### src/rtl/xpose_pkg.sv
package xpose_pkg;

    typedef enum logic {
        ST_FILL  = 1'b0,
        ST_DRAIN = 1'b1
    } xp_state_e;

    typedef enum logic [1:0] {
        MV_HOLD = 2'd0,
        MV_LEFT = 2'd1,
        MV_DOWN = 2'd2
    } xp_move_e;

endpackage

### src/rtl/xpose_ctrl.sv
module xpose_ctrl
    import xpose_pkg::*;
#(
    parameter int DIM = 8
) (
    input  logic     clk,
    input  logic     rst_n,
    input  logic     in_vld,
    output xp_move_e move,
    output logic     draining
);
    localparam int CW = (DIM > 1) ? $clog2(DIM) : 1;
    localparam logic [CW-1:0] LAST = CW'(DIM - 1);

    xp_state_e      state, state_n;
    logic [CW-1:0]  cnt, cnt_n;

    // state register
    always_ff @(posedge clk or negedge rst_n) begin
        if (!rst_n) begin
            state <= ST_FILL;
            cnt   <= '0;
        end else begin
            state <= state_n;
            cnt   <= cnt_n;
        end
    end

    // next-state logic
    always_comb begin
        state_n = state;
        cnt_n   = cnt;
        unique case (state)
            ST_FILL: begin
                if (in_vld) begin
                    if (cnt == LAST) begin
                        state_n = ST_DRAIN;
                        cnt_n   = '0;
                    end else begin
                        cnt_n = cnt + 1'b1;
                    end
                end
            end
            ST_DRAIN: begin
                if (cnt == LAST) begin
                    state_n = ST_FILL;
                    cnt_n   = '0;
                end else begin
                    cnt_n = cnt + 1'b1;
                end
            end
        endcase
    end

    // outputs
    always_comb begin
        move     = MV_HOLD;
        draining = 1'b0;
        unique case (state)
            ST_FILL: begin
                if (in_vld) move = MV_LEFT;
            end
            ST_DRAIN: begin
                move     = MV_DOWN;
                draining = 1'b1;
            end
        endcase
    end

endmodule

### src/rtl/xpose_cell.sv
module xpose_cell
    import xpose_pkg::*;
#(
    parameter int W = 14
) (
    input  logic         clk,
    input  logic         rst_n,
    input  xp_move_e     move,
    input  logic [W-1:0] from_right,
    input  logic [W-1:0] from_above,
    output logic [W-1:0] q
);
    always_ff @(posedge clk or negedge rst_n) begin
        if (!rst_n) begin
            q <= '0;
        end else begin
            unique case (move)
                MV_LEFT: q <= from_right;
                MV_DOWN: q <= from_above;
                MV_HOLD: q <= q;
                default: q <= q;
            endcase
        end
    end
endmodule

### src/rtl/xpose_grid.sv
module xpose_grid
    import xpose_pkg::*;
#(
    parameter int DIM = 8,
    parameter int W   = 14
) (
    input  logic             clk,
    input  logic             rst_n,
    input  xp_move_e         move,
    input  logic [DIM*W-1:0] lanes,
    output logic [DIM*W-1:0] bottom
);
    logic [W-1:0] q [DIM][DIM];

    for (genvar g = 0; g < DIM; g++) begin : g_row
        for (genvar c = 0; c < DIM; c++) begin : g_col
            logic [W-1:0] rt;
            logic [W-1:0] up;

            // grid row g is fed by input lane DIM-1-g, so lane 0 reaches the bottom
            if (c == DIM - 1) begin : g_edge
                assign rt = lanes[(DIM-1-g)*W +: W];
            end else begin : g_inner
                assign rt = q[g][c+1];
            end

            if (g == 0) begin : g_top
                assign up = '0;
            end else begin : g_below
                assign up = q[g-1][c];
            end

            xpose_cell #(.W(W)) i_cell (
                .clk        (clk),
                .rst_n      (rst_n),
                .move       (move),
                .from_right (rt),
                .from_above (up),
                .q          (q[g][c])
            );
        end
    end

    for (genvar c = 0; c < DIM; c++) begin : g_out
        assign bottom[c*W +: W] = q[DIM-1][c];
    end
endmodule

### src/rtl/xpose_buffer.sv
module xpose_buffer
    import xpose_pkg::*;
#(
    parameter int DIM = 8,
    parameter int W   = 14
) (
    input  logic             clk,
    input  logic             rst_n,
    input  logic             in_vld,
    input  logic [DIM*W-1:0] in_data,
    output logic             busy,
    output logic             out_vld,
    output logic [DIM*W-1:0] out_data
);
    xp_move_e         move;
    logic             draining;
    logic [DIM*W-1:0] bottom;

    xpose_ctrl #(.DIM(DIM)) i_ctrl (
        .clk      (clk),
        .rst_n    (rst_n),
        .in_vld   (in_vld),
        .move     (move),
        .draining (draining)
    );

    xpose_grid #(.DIM(DIM), .W(W)) i_grid (
        .clk    (clk),
        .rst_n  (rst_n),
        .move   (move),
        .lanes  (in_data),
        .bottom (bottom)
    );

    always_comb begin
        busy     = draining;
        out_vld  = draining;
        out_data = draining ? bottom : '0;
    end
endmodule

### config.mk
export PLATFORM = sky130hd
export DESIGN_NAME = xpose_buffer
export DESIGN_NICKNAME = d
export VERILOG_FILES = /design/src/rtl/xpose_pkg.sv /design/src/rtl/xpose_ctrl.sv /design/src/rtl/xpose_cell.sv /design/src/rtl/xpose_grid.sv /design/src/rtl/xpose_buffer.sv
export SDC_FILE = /design/constraint.sdc
export NUM_CORES = 1
export LEC_CHECK = 0
export BUFFER_PORTS_ARGS = -buffer_cell sky130_fd_sc_hd__buf_4
export CAP_MARGIN = 20
export CORE_ASPECT_RATIO = 0.6
export CORE_MARGIN = 2
export CORE_UTILIZATION = 50
export CTS_CLUSTER_DIAMETER = 30
export DETAILED_ROUTE_END_ITERATION = 16
export GPL_ROUTABILITY_DRIVEN = 0
export PLACE_DENSITY = 0.67
export RECOVER_POWER = 25
export SLEW_MARGIN = 0
export SYNTH_ARGS = -nofsm -noshare
export SYNTH_HDL_FRONTEND = slang
export SYNTH_SLANG_ARGS = --single-unit
### constraint.sdc
create_clock -name clk -period 2.8 [get_ports clk]
set_clock_uncertainty 0.15 [all_clocks]
set_input_delay 0.28 -clock clk [delete_from_list [all_inputs] [get_ports clk]]
set_output_delay 0.28 -clock clk [all_outputs]
set_load 0.02 [all_outputs]
==> metrics, run 1 <==
status=complete, but fails checks; failing checks=capacitance limit, slew limit; std cell rows=81; Pwr Density=1080 nW/um2; most frequent cells after synthesis=900 x dfrtp_1, 897 x mux2i_1, 785 x nand2_1, 677 x o21ai_0, 164 x clkbuf_1; Seq/Total Area, Yosys=54.8%; Nets=4353; DRT Pass-1 Iters=5; Synth Area in Compound Gates=9.54%; Via density=5.38; die span in y=226 um; diode count=0; Die W=374 um; Worst Path Max Fanout=40; CP Launch Type=primary input; met3 usage=4.62%; Buffers on Ports=228; overall global routing resource usage=25.3%; Ys Warns=0; cells after synthesis=3897; RSZ-0062 raised after global routing=false; setup TNS=0 ns; antenna violations before repair=2; clock transition at the registers of the reported paths=0.05 ns; fin. max-slew vios=16; clock network fraction of total power=33.0%; pin count of the biggest net entering global routing=129; share of layout cells above drive strength 1=14.1%; Seq pwr share=42.6%; post-CTS setup buffers=0; CP arrival=3.36 ns; Hold Path Depth=3; design area=50500 um2; fin crit share=96.8%; Synth-to-Final Area Change=22.9%; internal power=35000 uW; vias in the first global route=28200; vias=29200; core area=81500 um2; R2R Setup Slk=0.74 ns; sw power=19500 uW; Final setup viols=0; fin worst setup slack=0.0895 ns; slew margin rel.=-51.4%; Synth area leaders=dfrtp_1 55%, mux2i_1 22%, o21ai_0 8.2%, nand2_1 7.2%, and2_1 1.7%; WP data required=3.45 ns; Residual DRC=0; worst reg2reg path depth=3; Final Core Density=62.0%; Comb power frac=24.4%; GR peak layer=met1; dpl ws=0.765 ns; clock tree buffer depth=3; P_leak=0.0242 uW; Final ANT Viol Nets=0; most frequent cell after synthesis=dfrtp_1; Filler cells=6564; mux cell area share after synthesis=21.9%; Crit Path Class=in -> async; Peak Freq=369 MHz; GR Util met2=34.3%; Avg WL per Cell=19.5 um; Synth Net Count=4014; min Tclk post-route=2.71 ns; M1 GR Usage=40.8%; synth unique cells=14; post-synthesis xor/xnor area fraction=0%; Post-synth EDFFs=0; largest family of logic cells by synthesized area=multiplexers; Die ar.=84600 um2; Min-Delay Path Class=in -> reg; asr flop ratio synth=100%; syn_area_per_cell=10.6 um2; htree depth=4; clock latency at the later pin of the worst-skew pair=0.73 ns; Post-Synthesis Cell Area=41100 um2; Total Wirelength=106000 um; Synth Register Bits=900; clock buffer count from CTS=140; Sequential Area=22500 um2; Fin. Hold Viols=0; Synth area leader=dfrtp_1; grt ovf=0; Initial Util=50.5%; Top-Level Pins=229; drt initial violations=2635; CTS tree=done; Sink Count=900; Root Buffer=clkbuf_16; Slew @ Worst Pin=2.27 ns; Max Cap Viol=1; first-pass GRT wire length=168000 um; area share of fa/ha/maj cells after synthesis=0.0609%; critical path endpoint category=async pin; total power=54600 uW; Post-DP Area=44600 um2; sw frac=35.8%; Simple-Gate Fraction of Synth Area=9.91%; top cell type's share of synthesized area=54.8%; top_reg_cell synth=dfrtp_1; peak supply drop=0.617 mV; area of the multi-input gates=17000 um2; Detail Placement HPWL=72200 um
repair_timing:
action	in CTS	in global routing
hold buffers	114	0
gates resized for setup	0	0
endpoints found under the hold margin	881	0
metrics by stage:
step / std cells / hold slack, ns
finish: 5431 / 0.0334
global route: 5431 / 0.0369
CTS: 5431 / 0.0101
detailed placement: 5059 / 0.133
global placement: 5059 / 0.134
floorplan: 3897 / -0.166
critical path, cell delays in order:
cell	delay [ns]
dlygate4sd3_1	0.52
dlymetal6s2s_1	1.63
clkbuf_4	0.86
cell usage in the layout, fill, tap and decap left out:
cell type / n
bufinv_16: 19
clkinv_8: 7
clkinvlp_4: 13
clkbuf_1: 32
clkbuf_4: 3
inv_8: 1
dlymetal6s2s_1: 1
mux2i_1: 897
clkinv_4: 8
ha_1: 2
nor2_1: 114
o21ai_0: 677
inv_6: 14
dfrtp_4: 1
clkbuf_8: 15
dlygate4sd3_1: 113
inv_16: 1
buf_8: 1
buf_12: 58
and2_1: 112
clkbuf_2: 6
o21ai_1: 107
clkinv_2: 20
mux2_2: 3
nand2_1: 785
clkbuf_16: 142
buf_4: 301
dfrtp_1: 899
cell families (layout without fill, tap and decap cells):
logic type	Yosys count	count (layout)
adder cells (fa/ha/maj)	2	2
multiplexers	900	900
flip-flops	900	900
AO/OA/AOI/OAI	784	784
buffers and inverters	300	755
AND/OR/NAND/NOR	1011	1011
final timing paths:
| kind | startpoint | end |
|---|---|---|
| max reg2reg | i_ctrl.state | i_grid.g_row[7].g_col[6].i_cell.q[1] |
| min in group asynchronous | rst_n | i_grid.g_row[5].g_col[3].i_cell.q[7] |
| min | in_vld | i_grid.g_row[3].g_col[7].i_cell.q[11] |
| max in group clk | i_ctrl.state | out_data[111] |
| min reg2reg | i_grid.g_row[2].g_col[0].i_cell.q[4] | i_grid.g_row[3].g_col[0].i_cell.q[4] |
| max | rst_n | i_grid.g_row[0].g_col[5].i_cell.q[13] |
registers in the layout, summed over array words and instances (netlist names):
signal / count
i_ctrl.cnt: 3
i_ctrl.state: 1
i_grid.g_row.g_col.i_cell.q: 896
routing by layer:
metal	routed length [um]	share of wire [%]
met3	5400	5.1
met4	1540	1.5
met2	44200	42
met5	16	0.015
met1	54700	52
layout make-up:
| class | instances | share of cell area (%) |
|---|---|---|
| flip-flops and latches | 900 | 44.6 |
| repair buffers | 497 | 9.27 |
| multi-input cells | 2697 | 33.7 |
| clock inverters | 83 | 2.19 |
| clock buffers | 175 | 7.57 |
| well taps | 1079 | 2.67 |
power by group through the flow:
stage               sequential [uW]  clock (uW)  combinational, uW
floorplan                     20500           0               9540
global placement              23300           0              12800
detailed placement            23300           0              13200
CTS                           23200       18300              13400
global route                  23800       18900              15100
finish                        23200       18000              13300
Power figures use the tool's default switching activity.
==> run 2, diff against run 1 <==
==> constraint.sdc (replaced) <==
create_clock -name clk -period 2.8 [get_ports clk]
set_clock_uncertainty 0.15 [all_clocks]
set_input_delay 0.42 -clock clk [delete_from_list [all_inputs] [get_ports clk]]
set_output_delay 0.42 -clock clk [all_outputs]
set_load 0.02 [all_outputs]
==> run 2 against run 1 <==
- the flow now finishes without violations
- clock-buffer cell count up 3
- global-route usage is 0.51 points lower
- wire length fell by 2.5%
- combinational power fell by 3%
- non-clock buffer count decreased by 52
- setup slack better by 0.043 ns
- sequential share of layout area rose by 0.79 points
- cell count decreased by 1.2%
- largest power group unchanged
- highest routed layer unchanged
==> metrics, run 2 (synthesized netlist as in run 1, its figures left out) <==
status=complete, no violations; internal power=34000 uW; Comb power frac=24.3%; Root Buffer=clkbuf_16; diode count=0; Die W=374 um; core area=81500 um2; WP data required=2.23 ns; Nets=4295; Avg WL per Cell=19.2 um; fin worst setup slack=0.132 ns; most frequent cells in the layout=899 x dfrtp_1, 897 x mux2i_1, 785 x nand2_1; clock buffer count from CTS=134; Final Core Density=60.9%; critical path endpoint category=output pin; clock network fraction of total power=32.0%; CTS tree=done; Peak Freq=375 MHz; vias=28600; Final setup viols=0; vias in the first global route=27800; peak supply drop=0.629 mV; Total Wirelength=103000 um; antenna violations before repair=2; min Tclk post-route=2.67 ns; clock transition at the registers of the reported paths=0.05 ns; P_leak=0.0238 uW; Final ANT Viol Nets=0; die span in y=226 um; Slew @ Worst Pin=1.49 ns; Top Family by Delay on Critical Path=flip-flops; Worst Path Buf+Inv=2; Pwr Density=1070 nW/um2; dpl ws=0.745 ns; max FFs per register=896; std cell rows=81; fin crit share=95.3%; Non-Filler Instances=5365; pin count of the biggest net entering global routing=147; clock tree buffer depth=3; fin. max-slew vios=0; slew margin rel.=0.742%; Detail Placement HPWL=70100 um; commonest non-fill, non-tap cell in the layout=dfrtp_1; Crit-path slowest cell=dfrtp_4; Fin. Hold Viols=0; first-pass GRT wire length=165000 um; Residual DRC=0; htree depth=4; setup TNS=0 ns; Buffers on Ports=228; overall global routing resource usage=24.8%; sw power=19100 uW; CP max stage delay=0.64 ns; Crit Path Class=reg -> out; DP Cell Count=5005; DRT Pass-1 Iters=5; Worst Path Max Fanout=41; cells along the critical path=buf_4, and2_1, buf_4; Seq pwr share=43.8%; total power=53000 uW; area of the multi-input gates=17000 um2; RSZ-0062 raised after global routing=false; Filler cells=6648; CP most frequent cell=buf_4; grt ovf=0; Max Cap Viol=0; share of layout cells above drive strength 1=13.1%; largest reg by FF count=i_grid.g_row.g_col.i_cell.q; Synth-to-Final Area Change=20.7%; CTS resizes=0; Initial Util=50.5%; Sink Count=900; clock latency at the later pin of the worst-skew pair=0.73 ns; top flop regs=i_grid.g_row.g_col.i_cell.q (896), i_ctrl.cnt (3), i_ctrl.state (1); drt initial violations=2330; Via density=5.33; CP arrival=2.10 ns; Min-Delay Path Class=reg -> reg; sw frac=35.9%; CP Launch Type=register; Die ar.=84600 um2; Top-Level Pins=229; Sequential Area=22500 um2
[run 2: worst paths after layout]
kind	startpoint	to	slack, ns	cells past startpoint
max reg2reg	i_ctrl.state	i_grid.g_row[1].g_col[7].i_cell.q[13]	0.82	3
min	i_grid.g_row[6].g_col[0].i_cell.q[3]	i_grid.g_row[7].g_col[0].i_cell.q[3]	0.32	2
min in group asynchronous	rst_n	i_grid.g_row[7].g_col[0].i_cell.q[9]	0.43	2
min reg2reg	i_grid.g_row[6].g_col[0].i_cell.q[3]	i_grid.g_row[7].g_col[0].i_cell.q[3]	0.32	2
max in group asynchronous	rst_n	i_grid.g_row[7].g_col[2].i_cell.q[2]	0.52	3
max	i_ctrl.state	out_data[29]	0.13	3
[run 2: final cells by class]
type | instances | share of cell area, %
well taps | 1079 | 2.72
clock inverters | 66 | 1.48
multi-input cells | 2697 | 34.3
repair buffers | 445 | 8.28
flip-flops and latches | 900 | 45.4
clock buffers | 178 | 7.83
[run 2: power by group through the flow]
stage                     Combinational (uW)  Sequential (uW)  Clock [uW]
after CTS                              12900            23200       17200
after global routing                   14700            23800       17900
after floorplan                         9540            20500           0
final                                  12900            23200       16900
after detailed placement               12700            23400           0
after global placement                 12300            23400           0
[run 2: worst reg2reg max path: stages (launching register included)]
cell and delay [ns]:
dfrtp_4 0.64, buf_12 0.26, buf_4 0.55, o21ai_0 0.22
[run 2: what timing repair did]
item	4_1_cts	5_1_grt
hold buffers	115	0
hold endpoints to repair	741	0
endpoints found under the setup margin	1	0
buffers inserted	1	0
[run 2: per-stage QoR]
step	cell area, um2	hold slack [ns]
2_1_floorplan	41100	-0.0256
3_3_place_gp	43900	0.233
3_5_place_dp	43900	0.221
4_1_cts	49700	0.0453
5_1_grt	49600	0.348
6_report	49600	0.316
[run 2: layer usage]
| metal | vias up | global-route usage [%] | routed length, um |
|---|---|---|---|
| li1 | 14000 | - | - |
| met1 | 13800 | 39.3 | 52500 |
| met2 | 680 | 33.9 | 42800 |
| met3 | 135 | 5.48 | 6250 |
| met4 | 4 | 6.35 | 1540 |
| met5 | - | 0 | 22 |
==> run 3, diff against run 2 <==
ABC_AREA = 1   (was unset)
==> run 3 against run 2 <==
- the run now ends with capacitance limit, slew limit left
- wire length increased by 14%
- power increased by 0.55%
- synthesized cell count increased by 29%
- register-to-register slack got worse by 0.59 ns
- die area decreased by 1.6%
- critical path depth increased by 1
- synthesized area decreased by 1.6%
- combinational power increased by 3%
- hold slack got worse by 0.0047 ns
- sequential power about the same
- setup slack improved by 0.0018 ns
- via count increased by 25%
- highest routed layer unchanged
==> metrics, run 3 <==
status=complete, but fails checks; failing checks=capacitance limit, slew limit; top flop regs=i_grid.g_row.g_col.i_cell.q (896), i_ctrl.cnt (3), i_ctrl.state (1); Top-Level Pins=229; slew margin rel.=-2.69%; Post-Synthesis Cell Area=40400 um2; Post-synth EDFFs=0; Total Wirelength=117000 um; diode count=0; clock latency at the later pin of the worst-skew pair=0.73 ns; top_reg_cell synth=dfrtp_1; clock tree buffer depth=3; first-pass GRT wire length=190000 um; drt initial violations=4747; P_leak=0.0250 uW; Slew @ Worst Pin=1.54 ns; Fin. Hold Viols=0; vias=35700; die span in y=224 um; Die ar.=83300 um2; pin count of the biggest net entering global routing=169; Final Core Density=61.4%; overall global routing resource usage=28.5%; Max Cap Viol=1; critical path endpoint category=output pin; most frequent cells in the layout=1910 x nand2_1, 1681 x nand3_1, 899 x dfrtp_1; asr flop ratio synth=100%; Pwr Density=1090 nW/um2; top cell type's share of synthesized area=55.7%; min Tclk post-route=2.67 ns; Detail Placement HPWL=74300 um; synth unique cells=12; Ys Warns=0; Synth Register Bits=900; Min-Delay Path Class=in -> reg; clock transition at the registers of the reported paths=0.06 ns; Initial Util=50.7%; Peak Freq=375 MHz; htree depth=4; Filler cells=7020; cells after synthesis=5012; Sink Count=900; RSZ-0062 raised after global routing=false; cells along the critical path=buf_16, nand2_1, inv_1, buf_4; vias in the first global route=33800; peak supply drop=0.837 mV; Via density=5.60; Synth area leader=dfrtp_1; largest reg by FF count=i_grid.g_row.g_col.i_cell.q; Top Family by Delay on Critical Path=flip-flops; Synth Net Count=5129; Final setup viols=0; Seq/Total Area, Yosys=55.7%; fin. max-slew vios=35; Final ANT Viol Nets=0; CP max stage delay=0.60 ns; most frequent cells after synthesis=1910 x nand2_1, 1681 x nand3_1, 900 x dfrtp_1, 210 x buf_2, 123 x clkbuf_1; Nets=5324; Crit Path Class=reg -> out; CTS tree=done; std cell rows=80; syn_area_per_cell=8.07 um2; Crit-path slowest cell=dfrtp_4; Synth area leaders=dfrtp_1 56%, nand3_1 21%, nand2_1 18%, buf_2 2.6%, clkbuf_1 1.1%; clock buffer count from CTS=136; Residual DRC=0; Die W=371 um; max FFs per register=896; CP arrival=2.10 ns; Worst Path Max Fanout=111; antenna violations before repair=1; core area=79800 um2; WP data required=2.23 ns; Root Buffer=clkbuf_16; CP Launch Type=register; Worst Path Buf+Inv=3; Avg WL per Cell=18.4 um; Buffers on Ports=228; fin crit share=95.2%; most frequent cell after synthesis=nand2_1; commonest non-fill, non-tap cell in the layout=nand2_1; grt ovf=0; share of layout cells above drive strength 1=10.5%; Synth-to-Final Area Change=21.0%; DRT Pass-1 Iters=6; setup TNS=0 ns
run 3: cell types whose count changed in the layout (fill, tap and decap cells not counted), sizes merged, moves of 14 or more:
cell      previous run  this run
nand2              785      1910
o21ai              784         4
mux2i              897         0
nor2               114         1
and2               112         0
inv                 13       122
nand3                0      1681
clkinvlp             5        19
run 3: worst paths after layout:
check                                                      startpoint                               endpoint  slack (ns)  cells after the start
worst max-delay path                                     i_ctrl.state                           out_data[35]        0.13                      4
worst min-delay path                                      in_data[99]   i_grid.g_row[0].g_col[7].i_cell.q[1]        0.31                      4
worst max register to register                           i_ctrl.state   i_grid.g_row[4].g_col[7].i_cell.q[9]        0.23                      6
worst min register to register  i_grid.g_row[0].g_col[0].i_cell.q[13]  i_grid.g_row[0].g_col[0].i_cell.q[13]        0.32                      2
max in group asynchronous                                       rst_n   i_grid.g_row[1].g_col[5].i_cell.q[7]        0.43                      4
min in group asynchronous                                       rst_n  i_grid.g_row[7].g_col[7].i_cell.q[11]        0.48                      2
run 3: where the power goes:
group          switching, uW  total (uW)  leakage (uW)  internal (uW)
clock                   6320       17100       0.00225          10800
sequential              5100       22900        0.0121          17700
combinational           8650       13300        0.0106           4690
run 3: metal layers:
metal  up-vias  track usage [%]  wire [um]
met1     17400             46.2      56800
met4         2             7.10       1700
met3       135             5.60       9480
li1      16900                -          -
met2      1286             38.7      49200
met5         -                0         13
run 3: final cells by class:
cell class                 instances  area [um2]  share of cell area [%]
sequential                       900       22500                    46.0
multi-input combinational       3598       15600                    31.9
inverter                         115         448                   0.915
clock buffer                     174        3860                    7.90
clock inverter                    73         788                    1.61
timing repair buffer             456        4350                    8.89
tap                             1066        1330                    2.72
run 3: worst reg2reg max path: cells and delay by family, from the launching register on:
family / cells / cell delay, ns
simple gates: 2 / 0.25
buf+inv: 4 / 1.50
flops: 1 / 0.60
run 3: per-stage QoR:
| step | total power (uW) | setup WS [ns] | instance area, um2 | hold slack (ns) | std cells |
|---|---|---|---|---|---|
| 2_1_floorplan | 30300 | 0.874 | 40400 | -0.0256 | 5012 |
| 3_3_place_gp | 35700 | 0.710 | 43100 | 0.224 | 6008 |
| 6_report | 53300 | 0.134 | 49000 | 0.312 | 6382 |
| 4_1_cts | 53400 | 0.124 | 49000 | 0.0591 | 6382 |
| 5_1_grt | 56300 | 0.0399 | 49000 | 0.329 | 6382 |
| 3_5_place_dp | 36000 | 0.626 | 43100 | 0.228 | 6008 |
run 3: cell families (layout without fill, tap and decap cells):
group           after synthesis  after routing  synth area share [%]
simple gates               3592           3592                  38.6
flops                       900            900                  55.7
buf+inv                     514            818                  5.66
compound gates                4              4                0.0495
fa+ha+maj                     2              2                0.0619
run 3: what timing repair did:
action	in CTS	in global routing
resized for setup	2	0
hold buffers	124	0
endpoints found under the hold margin	637	0
endpoints found under the setup margin	85	0
buffers inserted	3	0
